## config.mk

```make
export PLATFORM = sky130hd
export DESIGN_NAME = pulse_tone_gen
export DESIGN_NICKNAME = d
export VERILOG_FILES = /design/src/rtl/pulse_pkg.sv /design/src/rtl/pulse_seq.sv /design/src/rtl/pulse_env.sv /design/src/rtl/pulse_sweep.sv /design/src/rtl/pulse_tone_gen.sv
export SDC_FILE = /design/constraint.sdc
export NUM_CORES = 1
export LEC_CHECK = 0
export ABC_AREA = 1
export BUFFER_PORTS_ARGS = -buffer_cell sky130_fd_sc_hd__clkbuf_2
export CORE_MARGIN = 4
export CORE_UTILIZATION = 47
export DETAILED_ROUTE_END_ITERATION = 6
export GPL_ROUTABILITY_DRIVEN = 0
export GPL_TIMING_DRIVEN = 0
export SYNTH_ARGS = -nofsm -noshare
export SYNTH_HDL_FRONTEND = slang
export SYNTH_SLANG_ARGS = --single-unit
```

## constraint.sdc

```tcl
create_clock -name clk -period 3.2 [get_ports clk]
set_input_delay 0.32 -clock clk [delete_from_list [all_inputs] [get_ports clk]]
set_output_delay 0.32 -clock clk [all_outputs]
set_load 0.02 [all_outputs]
```

## src/rtl/pulse_pkg.sv

```systemverilog
package pulse_pkg;

   typedef enum logic [1:0] {
      SEL_CTRL  = 2'd0,
      SEL_SWEEP = 2'd1,
      SEL_PLO   = 2'd2,
      SEL_PHI   = 2'd3
   } pulse_sel_e;

   localparam int unsigned STEPS   = 8;
   localparam int unsigned STEP_W  = 3;
   localparam int unsigned VOL_W   = 4;
   localparam int unsigned LEN_W   = 5;

   // Duty lookup: high for the step positions the duty code selects.
   function automatic logic duty_high(input logic [1:0] code, input logic [STEP_W-1:0] step);
      logic r;
      case (code)
         2'd0:    r = (step < 3'd1);
         2'd1:    r = (step < 3'd2);
         2'd2:    r = (step < 3'd4);
         default: r = !(step < 3'd2);
      endcase
      return r;
   endfunction

endpackage

```

## src/rtl/pulse_seq.sv

```systemverilog
module pulse_seq
   import pulse_pkg::*;
#(
   parameter int unsigned PERIOD_W = 11
) (
   input  logic                clk,
   input  logic                rst_n,
   input  logic [PERIOD_W-1:0] period,
   input  logic [1:0]          duty_code,
   output logic                wave_hi
);
   localparam int unsigned TMR_W = PERIOD_W + 1;

   logic [TMR_W-1:0]  tmr_q;
   logic [STEP_W-1:0] step_q;

   always_ff @(posedge clk or negedge rst_n) begin
      if (!rst_n) begin
         tmr_q  <= '0;
         step_q <= '0;
      end else if (tmr_q == '0) begin
         tmr_q  <= {period, 1'b1};
         step_q <= step_q + 1'b1;
      end else begin
         tmr_q  <= tmr_q - 1'b1;
      end
   end

   assign wave_hi = duty_high(duty_code, step_q);

endmodule

```

## src/rtl/pulse_env.sv

```systemverilog
module pulse_env
   import pulse_pkg::*;
(
   input  logic             clk,
   input  logic             rst_n,
   input  logic             qtr_tick,
   input  logic             restart_set,
   input  logic [3:0]       rate,
   input  logic             loop_en,
   output logic [VOL_W-1:0] level,
   output logic             restart
);
   logic [3:0]       div_q;
   logic [VOL_W-1:0] lvl_q;
   logic             rst_flag_q;

   always_ff @(posedge clk or negedge rst_n) begin
      if (!rst_n) begin
         div_q <= '0;
         lvl_q <= '0;
      end else if (qtr_tick) begin
         if (rst_flag_q) begin
            div_q <= rate;
            lvl_q <= '1;
         end else if (div_q == '0) begin
            div_q <= rate;
            if (lvl_q != '0)
               lvl_q <= lvl_q - 1'b1;
            else if (loop_en)
               lvl_q <= '1;
         end else begin
            div_q <= div_q - 1'b1;
         end
      end
   end

   always_ff @(posedge clk or negedge rst_n) begin
      if (!rst_n)
         rst_flag_q <= 1'b0;
      else if (restart_set)
         rst_flag_q <= 1'b1;
      else if (qtr_tick)
         rst_flag_q <= 1'b0;
   end

   assign level   = lvl_q;
   assign restart = rst_flag_q;

endmodule

```

## src/rtl/pulse_sweep.sv

```systemverilog
module pulse_sweep #(
   parameter int unsigned PERIOD_W      = 11,
   parameter int unsigned MIN_PERIOD    = 8,
   parameter bit          NEG_ONES_COMP = 1'b1
) (
   input  logic                clk,
   input  logic                rst_n,
   input  logic                half_tick,
   input  logic                cfg_wr,
   input  logic [7:0]          cfg,
   input  logic [PERIOD_W-1:0] period,
   output logic                upd_en,
   output logic [PERIOD_W-1:0] upd_period,
   output logic                add_ovf
);
   localparam int unsigned TGT_W = PERIOD_W + 1;

   logic [2:0]          div_q;
   logic                reload_q;
   logic                sw_en, sw_neg;
   logic [2:0]          sw_rate, sw_shift;
   logic [PERIOD_W-1:0] offset;
   logic [TGT_W-1:0]    sum, diff, target;

   assign sw_en    = cfg[7];
   assign sw_rate  = cfg[6:4];
   assign sw_neg   = cfg[3];
   assign sw_shift = cfg[2:0];
   assign offset   = period >> sw_shift;
   assign sum      = {1'b0, period} + {1'b0, offset};

   generate
      if (NEG_ONES_COMP) begin : g_ones
         assign diff = {1'b0, period} - {1'b0, offset} - {{PERIOD_W{1'b0}}, 1'b1};
      end else begin : g_twos
         assign diff = {1'b0, period} - {1'b0, offset};
      end
   endgenerate

   assign target     = sw_neg ? diff : sum;
   assign add_ovf    = !sw_neg && sum[PERIOD_W];
   assign upd_period = target[PERIOD_W-1:0];
   assign upd_en     = half_tick && (div_q == 3'd0) && sw_en && (sw_shift != 3'd0)
                       && (period >= PERIOD_W'(MIN_PERIOD)) && !target[PERIOD_W];

   always_ff @(posedge clk or negedge rst_n) begin
      if (!rst_n)
         div_q <= 3'd0;
      else if (half_tick) begin
         if (div_q == 3'd0 || reload_q)
            div_q <= sw_rate;
         else
            div_q <= div_q - 3'd1;
      end
   end

   always_ff @(posedge clk or negedge rst_n) begin
      if (!rst_n)
         reload_q <= 1'b0;
      else if (cfg_wr)
         reload_q <= 1'b1;
      else if (half_tick)
         reload_q <= 1'b0;
   end

endmodule

```

## src/rtl/pulse_tone_gen.sv

```systemverilog
module pulse_tone_gen
   import pulse_pkg::*;
#(
   parameter int unsigned PERIOD_W      = 11,
   parameter int unsigned MIN_PERIOD    = 8,
   parameter bit          NEG_ONES_COMP = 1'b1
) (
   input  logic       clk,
   input  logic       rst_n,
   input  logic       wr_en,
   input  logic [1:0] wr_addr,
   input  logic [7:0] wr_data,
   input  logic       qtr_tick,
   input  logic       half_tick,
   output logic [3:0] sample_out
);
   localparam int unsigned HI_W = PERIOD_W - 8;

   if (PERIOD_W < 9 || PERIOD_W > 11) begin : g_bad_width
      $error("pulse_tone_gen: PERIOD_W must be 9 to 11");
   end
   if (MIN_PERIOD < 1 || MIN_PERIOD >= (1 << PERIOD_W)) begin : g_bad_min
      $error("pulse_tone_gen: MIN_PERIOD out of range");
   end

   logic [7:0]          ctrl_q, sweep_q;
   logic [PERIOD_W-1:0] period_q, period_d;
   logic [LEN_W-1:0]    len_q;
   logic                wr_ctrl, wr_sweep, wr_plo, wr_phi;
   logic                sw_upd, sw_ovf, wave_hi, env_restart, muted;
   logic [PERIOD_W-1:0] sw_period;
   logic [VOL_W-1:0]    env_level, volume;

   assign wr_ctrl  = wr_en && (wr_addr == SEL_CTRL);
   assign wr_sweep = wr_en && (wr_addr == SEL_SWEEP);
   assign wr_plo   = wr_en && (wr_addr == SEL_PLO);
   assign wr_phi   = wr_en && (wr_addr == SEL_PHI);

   always_comb begin
      period_d = sw_upd ? sw_period : period_q;
      if (wr_plo)
         period_d[7:0] = wr_data;
      if (wr_phi)
         period_d[PERIOD_W-1:8] = wr_data[HI_W-1:0];
   end

   always_ff @(posedge clk or negedge rst_n) begin
      if (!rst_n) begin
         ctrl_q   <= '0;
         sweep_q  <= '0;
         period_q <= '0;
      end else begin
         if (wr_ctrl)
            ctrl_q <= wr_data;
         if (wr_sweep)
            sweep_q <= wr_data;
         period_q <= period_d;
      end
   end

   always_ff @(posedge clk or negedge rst_n) begin
      if (!rst_n)
         len_q <= '0;
      else if (wr_phi)
         len_q <= wr_data[7:3];
      else if (half_tick && len_q != '0 && !ctrl_q[5])
         len_q <= len_q - 1'b1;
   end

   pulse_seq #(.PERIOD_W(PERIOD_W)) u_seq (
      .clk       (clk),
      .rst_n     (rst_n),
      .period    (period_q),
      .duty_code (ctrl_q[7:6]),
      .wave_hi   (wave_hi)
   );

   pulse_env u_env (
      .clk         (clk),
      .rst_n       (rst_n),
      .qtr_tick    (qtr_tick),
      .restart_set (wr_phi),
      .rate        (ctrl_q[3:0]),
      .loop_en     (ctrl_q[5]),
      .level       (env_level),
      .restart     (env_restart)
   );

   pulse_sweep #(
      .PERIOD_W      (PERIOD_W),
      .MIN_PERIOD    (MIN_PERIOD),
      .NEG_ONES_COMP (NEG_ONES_COMP)
   ) u_sweep (
      .clk        (clk),
      .rst_n      (rst_n),
      .half_tick  (half_tick),
      .cfg_wr     (wr_sweep),
      .cfg        (sweep_q),
      .period     (period_q),
      .upd_en     (sw_upd),
      .upd_period (sw_period),
      .add_ovf    (sw_ovf)
   );

   assign volume     = ctrl_q[4] ? ctrl_q[3:0] : env_level;
   assign muted      = (period_q < PERIOD_W'(MIN_PERIOD)) || sw_ovf || (len_q == '0);
   assign sample_out = (muted || !wave_hi) ? '0 : volume;

endmodule

```

Word-level counts from Yosys, hierarchy flattened
Cells that the tools add are included.

word-level totals
  register bits = 60
  word-level logic and storage cells = 91
  input port bits = 15
  output and inout port bits = 4

cells by class
  $add $sub $neg = 9
  mux-type cells = 21
  eq/ne operators = 5
  magnitude comparators = 5
  reductions and logical operators = 38
  shift-type cells = 1

operator list
  operator                                               number
  2-to-1 mux 4 bit                                       8
  2-to-1 mux 12 bit                                      2
  subtractor 12 x 1 -> 12 bit (second input constant)    2
  adder 11 x 11 -> 12 bit                                1
  logical AND 1 bit                                      12
  zero test 12 bit                                       1
  nonzero test 2 bit                                     6
  subtractor 11 x 11 -> 12 bit                           1
  >= comparator 11 x 4 -> 1 bit (second input constant)  1
  < comparator 11 x 4 -> 1 bit (second input constant)   1
  2-to-1 mux 11 bit                                      1
  >> shifter 11 x 3 -> 11 bit                            1
  2-to-1 mux 5 bit                                       2
  2-to-1 mux 8 bit                                       1
  subtractor 4 x 1 -> 4 bit (second input constant)      2
  equality test 2 bit (second input constant)            3
  2-to-1 mux 3 bit                                       2
  nonzero test 3 bit                                     2
  zero test 1 bit                                        5
  zero test 5 bit                                        1
  nonzero test 5 bit                                     1
  subtractor 5 x 1 -> 5 bit (second input constant)      1
  equality test 2 x 1 -> 1 bit (second input constant)   2
  zero test 2 bit                                        2
  12 further kinds                                       18

Depth between registers and ports, before layout
Gate-level depths: netlist of the first run.

  word-level depth = 8
  gate-level depth with buffers = 23
  depth with buffers taken out = 21

Modules after synthesis
Synthesis of the first run repeated with hierarchy kept, for this count alone.

second synthesis, totals
  cells, all modules = 733
  area total of the unflattened synthesis = 5,056.1 sq um

by module, submodules not included
  module          instances  area an instance (sq um)  cells an instance  sequential area each (sq um)
  pulse_sweep     1          2,039.5                   356                100.1
  pulse_tone_gen  1          1,522.7                   175                800.8
  pulse_seq       1          900.9                     117                375.4
  pulse_env       1          593.1                     85                 225.2

Worst setup path after synthesis of the first run
No wires, ideal clock.

  kind = register to output
  start = reg sweep_q[0]
  end = out sample_out[0]
  buffers on the path = 2
  data arrival time = 2.457 ns
  slack = 0.423 ns
  required time = 2.880 ns
  stages on the path, launching flop included = 16
  path through = dfrtp_1 -> buf_2 -> buf_2 -> o21ai_0 -> o211ai_1 -> o21ai_0 -> inv_1 -> ha_1 -> inv_2 -> a21oi_1 -> nand2_1 -> nand2_1 -> nand3_2 -> nand2_2 -> o2111ai_1 -> nor2_1

on the way
  word-level cells in the longest chain between the ends = 7

ends and longest elaborated chain
  what                           RTL line               source
  from (decl)                    pulse_tone_gen.sv:26   logic [7:0] ctrl_q, sweep_q;
  from (signal assigned)         pulse_tone_gen.sv:56   sweep_q <= wr_data;
  >> shifter 11 x 3 -> 11 bit    pulse_sweep.sv:29      assign offset = period >> sw_shift;
  adder 11 x 11 -> 12 bit        pulse_sweep.sv:30      assign sum = {1'b0, period} + {1'b0, offset};
  logical AND 1 bit              pulse_sweep.sv:41      assign add_ovf = !sw_neg && sum[PERIOD_W];
  logical OR 1 bit (2 in a row)  pulse_tone_gen.sv:106  assign muted = (period_q < PERIOD_W'(MIN_PERIOD)) || sw_ovf || (len_q == '0);
  logical OR 1 bit               pulse_tone_gen.sv:107  assign sample_out = (muted || !wave_hi) ? '0 : volume;
  2-to-1 mux 4 bit               pulse_tone_gen.sv:107
  to (decl)                      pulse_tone_gen.sv:15   output logic [3:0] sample_out

No other way between the ends.

Worst setup path in the final report of the first run
  start = reg sweep_q[0]
  end = out sample_out[2]

The elaborated chain is that of the path after synthesis.

==> metrics.csv, run 1 <==
stage,metric,value,unit
status,status,finished with violations,
status,violations,setup timing,
clocking,numCtsBuffers,9,
critical_path,r2r_cells,18,
power_and_ir_drop,power.leakage,2.799,nW
grt,gr-total-overflow,0,
logic_synthesis,yosys.area.top_type,dfrtp_1,
placed_design,dpl_cell_area,4866,µm²
worst_hold_path,hold_class,in -> async,
critical_path,cp-end-kind,output pin,
clocking,path_clk_slew,70,ps
drt,first_iter_violations,225,
drt,wl_met1,5.932,mm
drt,ant_nets,0,
critical_path,cp_data_required_time,2880,ps
logic_synthesis,ys_seq_area_share,32.56,%
cells_and_area,multiInputGateArea,2806,µm²
clocking,cts_tree,done,
grt,grtUsageTotal,21.53,%
logic_synthesis,ys.flop_type,dfrtp_1,
floorplanning,die_x,107.1,µm
clocking,numClockSinks,60,
sta,finClkSkew,19.10,ps
drt,drc,0,
critical_path,crit_arrival,2910,ps
drt,wl_met3,546,µm
sta,worst_slack,-30.11,ps
sta,fmax,0.3096,GHz
sta,final.period_utilization,100.9,%
logic_synthesis,synth_area_per_cell,6.802,µm²
drt,top_layer,met4,
logic_synthesis,synth_nets,726,
grt,antenna_found_initial,0,
logic_synthesis,synthCells,678,
critical_path,critical_path_class,reg -> out,
sta,fin_crit,3230,ps
cells_and_area,final_area,5425,µm²
power_and_ir_drop,p_total,0.005291,W
logic_synthesis,ys_seq_elements,60,
critical_path,crit_fanout,5,
logic_synthesis,synthArstFlopShare,100.0,%
floorplanning,start_util,48.98,%
flow_run,drv_cap,0,
logic_synthesis,synth_most_common_cell,nand2_1,
logic_synthesis,netlist.area_leader.share,32.56,%
clocking,h-tree-depth,3,
drt,wirelength,12.05,mm
logic_synthesis,synth_commonest_cells,"nand2_1, inv_1, o21ai_0, dfrtp_1, nor2_1",
logic_synthesis,ys_types,44,
cells_and_area,nFillCells,912,
sta,slew_headroom,43.93,%
drt,wl_met2,5.489,mm
power_and_ir_drop,ir_drop,0.4429,mV
grt,grt_start_max_net_pins,61,
logic_synthesis,synth_area,4612,µm²
floorplanning,die_h,107.1,µm
cells_and_area,regArea,1509,µm²
critical_path,start_kind,flop,
cells_and_area,drive_above_1_share,14.78,%
power_and_ir_drop,power_density,975.2,nW/µm²
cells_and_area,area_delta_synth_final,17.63,%
cells_and_area,nets,768,
clocking,ctsHoldBuffers,0,
placed_design,dp_hpwl,9.277,mm
clocking,cts_root_buffer,clkbuf_8,
drt,routed_via_density,5.123,
floorplanning,dieArea,11460,µm²
sta,hold_viol_final,0,
logic_synthesis,synth_edf_count,0,
sta,rsz0062_at_grt,true,
floorplanning,rows,35,
cells_and_area,antenna_cells,0,
sta,setup_viol_count_final,1,
placed_design,port_buffers,18,
sta,maxSlewViolCount,0,
drt,dr.pass1.iters,5,
drt,vias,4370,
logic_synthesis,synth.area.top_cells,"dfrtp_1, nand2_1, inv_1",
grt,grt_pass1_wl,19.74,mm
logic_synthesis,ys_warn_count,0,
clocking,clock_latency,340,ps
drt,wl_per_cell,14.12,µm
grt,grt_pass1_vias,4064,
floorplanning,io_pins,19,
clocking,cts_buffer_depth,2,
sta,tightest_slew,841.1,ps
floorplanning,core_area,9415,µm²
[cell type report]
class | count | area share (%)
clock inverters | 3 | 1.268
plain buffers | 14 | 1.684
inverters | 109 | 7.634
flip-flops and latches | 60 | 27.81
repair buffers | 31 | 3.851
clock buffers | 12 | 3.044
multi-input cells | 495 | 51.73
well taps | 129 | 2.975
[path summary, 6_finish.rpt]
kind                                           from                          to  slack, ps
min in group clk                         wr_data[0]     period_q[8]$_DFFE_PN0P_        240
max reg2reg                  sweep_q[1]$_DFFE_PN0P_     period_q[4]$_DFFE_PN0P_        330
min reg2reg                u_seq.tmr_q[0]$_DFF_PN0_    u_seq.tmr_q[0]$_DFF_PN0_        440
max in group asynchronous                     rst_n     period_q[6]$_DFFE_PN0P_       2490
min                                           rst_n  u_env.level[3]$_DFFE_PN0P_         80
max                          sweep_q[0]$_DFFE_PN0P_               sample_out[2]        -30
[per-stage QoR]
step	setup slack, ps	TNS, ps	instances	hold WS [ps]	util (%)
after floorplan	422.6	0	678	24.41	-
after global placement	-70.89	-223.9	825	423.2	51.65
after detailed placement	-113.0	-356.7	825	436.5	51.68
after CTS	3.361	0	846	132.2	56.11
after global routing	-195.2	-651.8	853	160.7	57.62
final	-30.11	-30.11	853	78.35	57.62
[registers in the layout, indices dropped and copies added, names as in the netlist]
signal            cells
len_q                 5
u_env.level           4
period_q             11
ctrl_q                8
sweep_q               8
u_seq.step_q          3
u_seq.tmr_q          12
u_sweep.div_q         3
u_sweep.reload_q      1
u_env.restart         1
u_env.div_q           4
[cell usage in the layout (no fill, tap or decap), types with 4 or more instances in the layout]
cell type	instances
a21oi_1	18
buf_2	4
buf_4	14
buf_6	7
clkbuf_1	4
clkbuf_2	14
clkbuf_8	12
dfrtp_1	54
dfrtp_2	6
ha_1	23
ha_4	7
inv_1	103
inv_2	5
nand2_1	198
nand3_1	45
nand4_1	4
nor2_1	55
nor2_2	6
nor3_1	7
o211ai_1	8
o21ai_0	45
o21ai_1	15
o21ai_2	10
o221ai_1	6
xnor2_1	4
xor2_1	12
[kinds of logic (layout without fill, tap and decap cells)]
logic type / Yosys count / after routing / synth area share [%]
and+or+nand+nor: 328 / 328 / 29.90
buffers and inverters: 123 / 169 / 10.34
AOI/OAI and AO/OA: 114 / 114 / 13.97
DFF: 60 / 60 / 32.56
adders and majority gates: 33 / 33 / 9.278
xor gates and xnor gates: 16 / 16 / 3.038
muxes: 4 / 4 / 0.9224
[power by group]
| part | internal [W] | switching [W] | total, W |
|---|---|---|---|
| clock network | 0.000500 | 0.000308 | 0.000808 |
| logic | 0.00128 | 0.00187 | 0.00315 |
| registers | 0.00103 | 0.000297 | 0.00133 |
| total | 0.00282 | 0.00247 | 0.00529 |
[per-layer routing]
metal / global-route usage [%] / vias to the layer above
li1: - / 2248
met1: 31.82 / 2030
met2: 33.56 / 84
met3: 3.251 / 8
met4: 3.927 / 0
met5: 0 / -
[worst max-delay path, cell delays in order, from the launching register on]
cell and delay (ps):
dfrtp_2 440, buf_6 120, nand2_2 60, o21ai_2 60, or2_0 230, o21ai_1 120
inv_1 80, o21ai_2 190, ha_1 180, buf_6 120, inv_2 40, nand2_2 60
nand2_2 60, nand2_1 60, nand2_1 60, nand2_1 80, nand3_2 90, nand2_4 100
o2111ai_4 130, nor2_1 150, buf_4 150
[timing repair]
action | CTS | global route
setup buffers | 6 | 6
pin swaps | 6 | 17
gates cloned | 0 | 1
hold endpoints to repair | 0 | 0
setup endpoints to repair | 4 | 5
resized for setup | 50 | 31
(Power assumes the default switching activity.)
==> run 2: changes to the inputs <==
--- a/config.mk
+++ b/config.mk
@@ -5,8 +5,9 @@
 export SDC_FILE = /design/constraint.sdc
 export NUM_CORES = 1
 export LEC_CHECK = 0
-export ABC_AREA = 1
+export ABC_AREA = 0
 export BUFFER_PORTS_ARGS = -buffer_cell sky130_fd_sc_hd__clkbuf_2
+export CAP_MARGIN = 20
 export CORE_MARGIN = 4
 export CORE_UTILIZATION = 47
 export DETAILED_ROUTE_END_ITERATION = 6
==> metrics.csv, run 2 <==
stage,metric,value,unit
logic_synthesis,synth_area,4414,µm²
power_and_ir_drop,p_total,0.005577,W
cells_and_area,regArea,1514,µm²
sta,fin_crit,3480,ps
grt,antenna_found_initial,0,
grt,gr-total-overflow,0,
drt,drc,0,
logic_synthesis,netlist.area_leader.share,34.01,%
floorplanning,die_h,104.9,µm
clocking,h-tree-depth,3,
sta,fmax,0.2873,GHz
logic_synthesis,ys_warn_count,0,
logic_synthesis,ys_seq_elements,60,
logic_synthesis,ys.flop_type,dfrtp_1,
clocking,numClockSinks,60,
critical_path,cp_data_required_time,2880,ps
drt,wirelength,12.00,mm
placed_design,port_buffers,17,
floorplanning,core_area,9196,µm²
floorplanning,dieArea,11010,µm²
sta,final.period_utilization,108.8,%
sta,setup_viol_count_final,13,
floorplanning,die_x,104.9,µm
logic_synthesis,ys_types,60,
logic_synthesis,synth_edf_count,0,
cells_and_area,multiInputGateArea,3057,µm²
logic_synthesis,synth_nets,557,
cells_and_area,regMostFlops,u_seq.tmr_q,
worst_hold_path,hold_class,in -> async,
power_and_ir_drop,ir_drop,0.3359,mV
flow_run,drv_cap,0,
clocking,clock_latency,360,ps
clocking,path_clk_slew,70,ps
grt,grt_start_max_net_pins,61,
clocking,numCtsBuffers,9,
cells_and_area,final_cell_mix,"dfrtp_1, nand2_1, nor2_1",
critical_path,cp-end-kind,output pin,
floorplanning,start_util,48.00,%
drt,dr.pass1.iters,5,
logic_synthesis,synth_commonest_cells,"dfrtp_1, nor2_1, nand2_1, o21ai_0, inv_1",
sta,finClkSkew,17.19,ps
critical_path,path_cells,mux2_4 > mux2i_4 > nor2_2 > a31oi_4 > ha_4 > nor2b_4 > nor4_4 > a2111oi_4 > a21oi_2 > o211ai_1 > nor2_1 > buf_4,
sta,rsz0062_at_grt,true,
logic_synthesis,synth.area.top_cells,"dfrtp_1, ha_1, o21ai_0",
power_and_ir_drop,power.leakage,2.321,nW
cells_and_area,drive_above_1_share,27.06,%
grt,grt_pass1_vias,3733,
critical_path,r2r_cells,14,
critical_path,crit_fanout,5,
logic_synthesis,synthArstFlopShare,100.0,%
sta,worst_slack,-280.4,ps
drt,wl_per_cell,17.94,µm
critical_path,crit_slowest_cell,dfrtp_2,
placed_design,dp_hpwl,8.228,mm
status,status,finished with violations,
cells_and_area,nets,601,
critical_path,crit_arrival,3160,ps
sta,hold_viol_final,0,
drt,vias,3895,
drt,routed_via_density,5.822,
grt,grtUsageTotal,21.63,%
sta,slew_headroom,40.65,%
cells_and_area,largest_register_ffs,12,
drt,first_iter_violations,210,
sta,setup_tns,-1627,ps
logic_synthesis,synth_area_per_cell,8.672,µm²
critical_path,cp_top_family,compound AO/OA/AOI/OAI gates,
sta,tightest_slew,890.3,ps
grt,grt_pass1_wl,18.91,mm
cells_and_area,final_common_cell,dfrtp_1,
floorplanning,rows,35,
clocking,cts_tree,done,
critical_path,worstSetupPathDepth,12,
critical_path,cp_slowest_stage_delay,460,ps
placed_design,dp.cells,637,
cells_and_area,reg_top3,"u_seq.tmr_q: 12 flops, period_q: 11 flops",
status,violations,setup timing,
power_and_ir_drop,power_density,1031,nW/µm²
drt,ant_nets,0,
cells_and_area,nFillCells,820,
clocking,cts_root_buffer,clkbuf_8,
clocking,cts_buffer_depth,2,
cells_and_area,post-route-util,58.80,%
critical_path,critical_path_class,reg -> out,
logic_synthesis,ys_seq_area_share,34.01,%
logic_synthesis,synth_most_common_cell,dfrtp_1,
sta,fin_hold_ws,98.14,ps
cells_and_area,antenna_cells,0,
critical_path,cp_num_buf_inv,1,
cells_and_area,area_delta_synth_final,22.51,%
logic_synthesis,synthCells,509,
critical_path,ff2ff_setup_slack,-140,ps
cells_and_area,final_cells,669,
floorplanning,io_pins,19,
logic_synthesis,yosys.area.top_type,dfrtp_1,
critical_path,start_kind,flop,
sta,maxSlewViolCount,0,
run 2: cells by family (layout without fill, tap and decap cells):
family | Yosys count | in the layout | synth area share (%)
AO/OA/AOI/OAI | 139 | 139 | 20.47
XOR/XNOR | 22 | 22 | 4.365
adder cells (fa/ha/maj) | 33 | 33 | 9.694
buffers and inverters | 56 | 105 | 5.555
flip-flops | 60 | 60 | 34.01
multiplexers | 36 | 36 | 8.645
AND/OR/NAND/NOR | 163 | 163 | 17.26
run 2: path summary, 6_finish.rpt:
kind / startpoint / end
hold / removal: rst_n / period_q[2]$_DFFE_PN0P_
hold reg to reg: u_seq.tmr_q[0]$_DFF_PN0_ / u_seq.tmr_q[0]$_DFF_PN0_
min in group clk: half_tick / u_sweep.div_q[1]$_DFFE_PN0P_
setup reg to reg: sweep_q[1]$_DFFE_PN0P_ / period_q[9]$_DFFE_PN0P_
setup / recovery: sweep_q[1]$_DFFE_PN0P_ / sample_out[1]
max in group asynchronous: rst_n / sweep_q[0]$_DFFE_PN0P_
run 2: routing by layer:
metal | wire, µm | vias to the layer above | part of all wire [%] | GRT usage, %
li1 | - | 1882 | - | -
met1 | 5624 | 1926 | 47 | 29.60
met2 | 5705 | 70 | 48 | 34.46
met3 | 414 | 17 | 3.4 | 4.324
met4 | 257 | 0 | 2.1 | 6.748
met5 | 0 | - | 0 | 0
run 2: through the flow:
stage	worst slack, ps	cell area, µm²
floorplan	9.416	4434
global placement	-640.6	4658
detailed placement	-769.1	4661
CTS	-439.4	5062
global route	-414.2	5408
finish	-280.4	5408
run 2: area by class of cell:
type                            instances  share of cell area (%)
Buffer                                 14                   1.758
Sequential cell                        60                   28.00
Tap cell                              111                   2.568
Timing Repair Buffer                   37                   4.789
Clock inverter                          7                   1.388
Inverter                               38                   2.684
Multi-Input combinational cell        393                   56.52
Clock buffer                            9                   2.291
run 2: worst register-to-register path, cell delays in order, from the launching register on:
cell and delay, ps:
dfrtp_2 460, mux2_4 340, nor2_2 140, a21oi_4 60, a21oi_4 190, inv_2 90
ha_1 210, or2_4 260, o221ai_4 190, a2111oi_4 140, buf_4 170, a211oi_4 460
buf_4 210, a2bb2oi_1 210, o21ai_1 110
run 2: power by group:
part	internal (W)	switching (W)	total, W
Combinational	0.00160	0.00184	0.00344
Clock	0.000363	0.000341	0.000704
Sequential	0.00105	0.000390	0.00144
run 2: repair_timing:
item                       4_1_cts  5_1_grt
setup endpoints to repair       15       15
gates cloned                     1        0
buffers inserted                11        8
hold buffers                     0        0
pin swaps                        7       18
resized for setup               40       70
==> run 3: changes to the inputs <==
--- a/config.mk
+++ b/config.mk
@@ -8,11 +8,13 @@
 export ABC_AREA = 0
 export BUFFER_PORTS_ARGS = -buffer_cell sky130_fd_sc_hd__clkbuf_2
 export CAP_MARGIN = 20
+export CORE_ASPECT_RATIO = 1.1
 export CORE_MARGIN = 4
-export CORE_UTILIZATION = 47
+export CORE_UTILIZATION = 50
 export DETAILED_ROUTE_END_ITERATION = 6
 export GPL_ROUTABILITY_DRIVEN = 0
 export GPL_TIMING_DRIVEN = 0
+export PLACE_DENSITY = 0.67
 export SYNTH_ARGS = -nofsm -noshare
 export SYNTH_HDL_FRONTEND = slang
 export SYNTH_SLANG_ARGS = --single-unit
==> metrics.csv, run 3 (synthesized netlist as in run 2, its figures left out) <==
stage,metric,value,unit
placed_design,dp_hpwl,8.029,mm
drt,wl_per_cell,16.70,µm
status,status,finished with violations,
critical_path,cp-end-kind,output pin,
power_and_ir_drop,p_comb_share,59.5,%
critical_path,cp_top_family,compound AO/OA/AOI/OAI gates,
clocking,ctsHoldBuffers,0,
grt,grtUsageTotal,21.72,%
floorplanning,core_area,8496,µm²
sta,rsz0062_at_grt,true,
clocking,h-tree-depth,3,
sta,fmax,0.2826,GHz
floorplanning,start_util,51.96,%
power_and_ir_drop,p_sw_share,45.34,%
cells_and_area,area_delta_synth_final,17.60,%
cells_and_area,drive_above_1_share,22.62,%
sta,hold_viol_final,0,
critical_path,crit_slowest_cell,a2111oi_4,
critical_path,path_cells,buf_8 > nand2_1 > o21ai_2 > nor2_1 > a211oi_2 > a21oi_2 > ha_1 > nor2b_4 > o221ai_4 > a2111oi_4 > a21oi_2 > o211ai_1 > nor2_1 > buf_4,
grt,grt_start_max_net_pins,61,
placed_design,dpl_cell_area,4661,µm²
sta,worst_slack,-338.6,ps
sta,setup_viol_count_final,15,
clocking,clock_latency,330,ps
power_and_ir_drop,intPower,0.002847,W
critical_path,critical_path_class,reg -> out,
cells_and_area,multiInputGateArea,2841,µm²
cells_and_area,regArea,1511,µm²
critical_path,start_kind,flop,
clocking,path_clk_slew,70,ps
critical_path,crit_fanout,10,
drt,dr.pass1.iters,5,
critical_path,cp_num_buf_inv,2,
status,violations,setup timing,
sta,final.period_utilization,110.6,%
cells_and_area,nets,600,
cells_and_area,reg_top3,"u_seq.tmr_q: 12 flops, period_q: 11 flops",
power_and_ir_drop,ir_drop,0.8509,mV
power_and_ir_drop,pwr-share-seq,27.3,%
sta,finClkSkew,10.09,ps
critical_path,cp_data_required_time,2880,ps
power_and_ir_drop,p_sw,0.002361,W
worst_hold_path,hold_class,in -> async,
clocking,cts_tree,done,
floorplanning,die_h,106.5,µm
grt,antenna_found_initial,0,
sta,tightest_slew,817.1,ps
sta,maxSlewViolCount,0,
grt,grt_pass1_wl,18.37,mm
power_and_ir_drop,clock_power_share,13.3,%
sta,fin_crit,3539,ps
drt,vias,3832,
clocking,cts_root_buffer,clkbuf_8,
clocking,numCtsBuffers,9,
grt,grt_pass1_vias,3873,
floorplanning,die_x,97.59,µm
cells_and_area,regMostFlops,u_seq.tmr_q,
cells_and_area,final_area,5191,µm²
placed_design,port_buffers,17,
clocking,cts_buffer_depth,2,
flow_run,drv_cap,0,
cells_and_area,antenna_cells,0,
critical_path,crit_arrival,3220,ps
drt,first_iter_violations,242,
drt,wirelength,11.16,mm
drt,ant_nets,0,
floorplanning,rows,35,
clocking,numClockSinks,60,
floorplanning,dieArea,10400,µm²
critical_path,cp_slowest_stage_delay,480,ps
drt,routed_via_density,5.737,
sta,slew_headroom,45.53,%
power_and_ir_drop,power.leakage,2.316,nW
cells_and_area,largest_register_ffs,12,
sta,setup_tns,-2455,ps
drt,drc,0,
grt,gr-total-overflow,0,
power_and_ir_drop,power_density,1003,nW/µm²
cells_and_area,final_cell_mix,"nor2_1, dfrtp_1, nand2_1",
floorplanning,io_pins,19,
cells_and_area,nFillCells,753,
-- run 3: changes by cell type in the layout (fill, tap and decap cells not counted), sizes merged --
cell | before | now
buf | 34 | 31
clkbuf | 26 | 31
clkinv | 5 | 2
clkinvlp | 0 | 1
inv | 39 | 38
-- run 3: metal layers --
layer | track usage (%) | vias to the layer above | routed length [µm]
met5 | 0 | - | 0
met4 | 8.902 | 0 | 316
met3 | 3.084 | 25 | 434
met2 | 36.48 | 87 | 5332
met1 | 28.13 | 1845 | 5073
li1 | - | 1875 | -
-- run 3: power by group through the flow --
stage,clock network [W],registers [W],logic (W)
after floorplan,0,0.00128,0.00206
after global placement,0,0.00139,0.00252
after detailed placement,0,0.00141,0.00259
after CTS,0.000705,0.00140,0.00284
after global routing,0.000741,0.00146,0.00343
final,0.000693,0.00142,0.00310
-- run 3: area by class of cell --
cell class	instances	share of cell area [%]
Clock inverter	4	0.9159
Clock buffer	12	2.989
Sequential cell	60	29.12
Multi-Input combinational cell	393	54.74
Tap cell	111	2.675
Timing Repair Buffer	34	4.483
Buffer	16	2.338
Inverter	38	2.748
-- run 3: worst paths after layout --
| kind | cells after the start | slack (ps) | end | startpoint |
|---|---|---|---|---|
| max reg2reg | 17 | -160 | period_q[2]$_DFFE_PN0P_ | sweep_q[1]$_DFFE_PN0P_ |
| min reg2reg | 1 | 490 | u_seq.tmr_q[0]$_DFF_PN0_ | u_seq.tmr_q[0]$_DFF_PN0_ |
| min in group clk | 2 | 290 | u_sweep.div_q[1]$_DFFE_PN0P_ | half_tick |
| min | 1 | 100 | u_seq.tmr_q[11]$_DFF_PN0_ | rst_n |
| max | 14 | -340 | sample_out[2] | sweep_q[1]$_DFFE_PN0P_ |
| max in group asynchronous | 1 | 2510 | period_q[10]$_DFFE_PN0P_ | rst_n |
-- run 3: through the flow --
step	power (W)	worst slack (ps)	hold slack [ps]	std cells	utilization, %
global route	0.005632	-550.5	177.5	668	61.10
finish	0.005208	-338.6	104.3	668	61.10
detailed placement	0.004005	-575.9	483.5	637	54.86
CTS	0.004944	-346.4	125.8	661	59.32
global placement	0.003912	-561.7	465.8	637	54.83
floorplan	0.003341	9.416	24.41	509	-
-- run 3: repair_timing --
item / CTS / global route
buffers inserted: 10 / 8
resized for setup: 42 / 28
cloned: 1 / 0
pin swaps: 13 / 9
setup endpoints to repair: 15 / 15
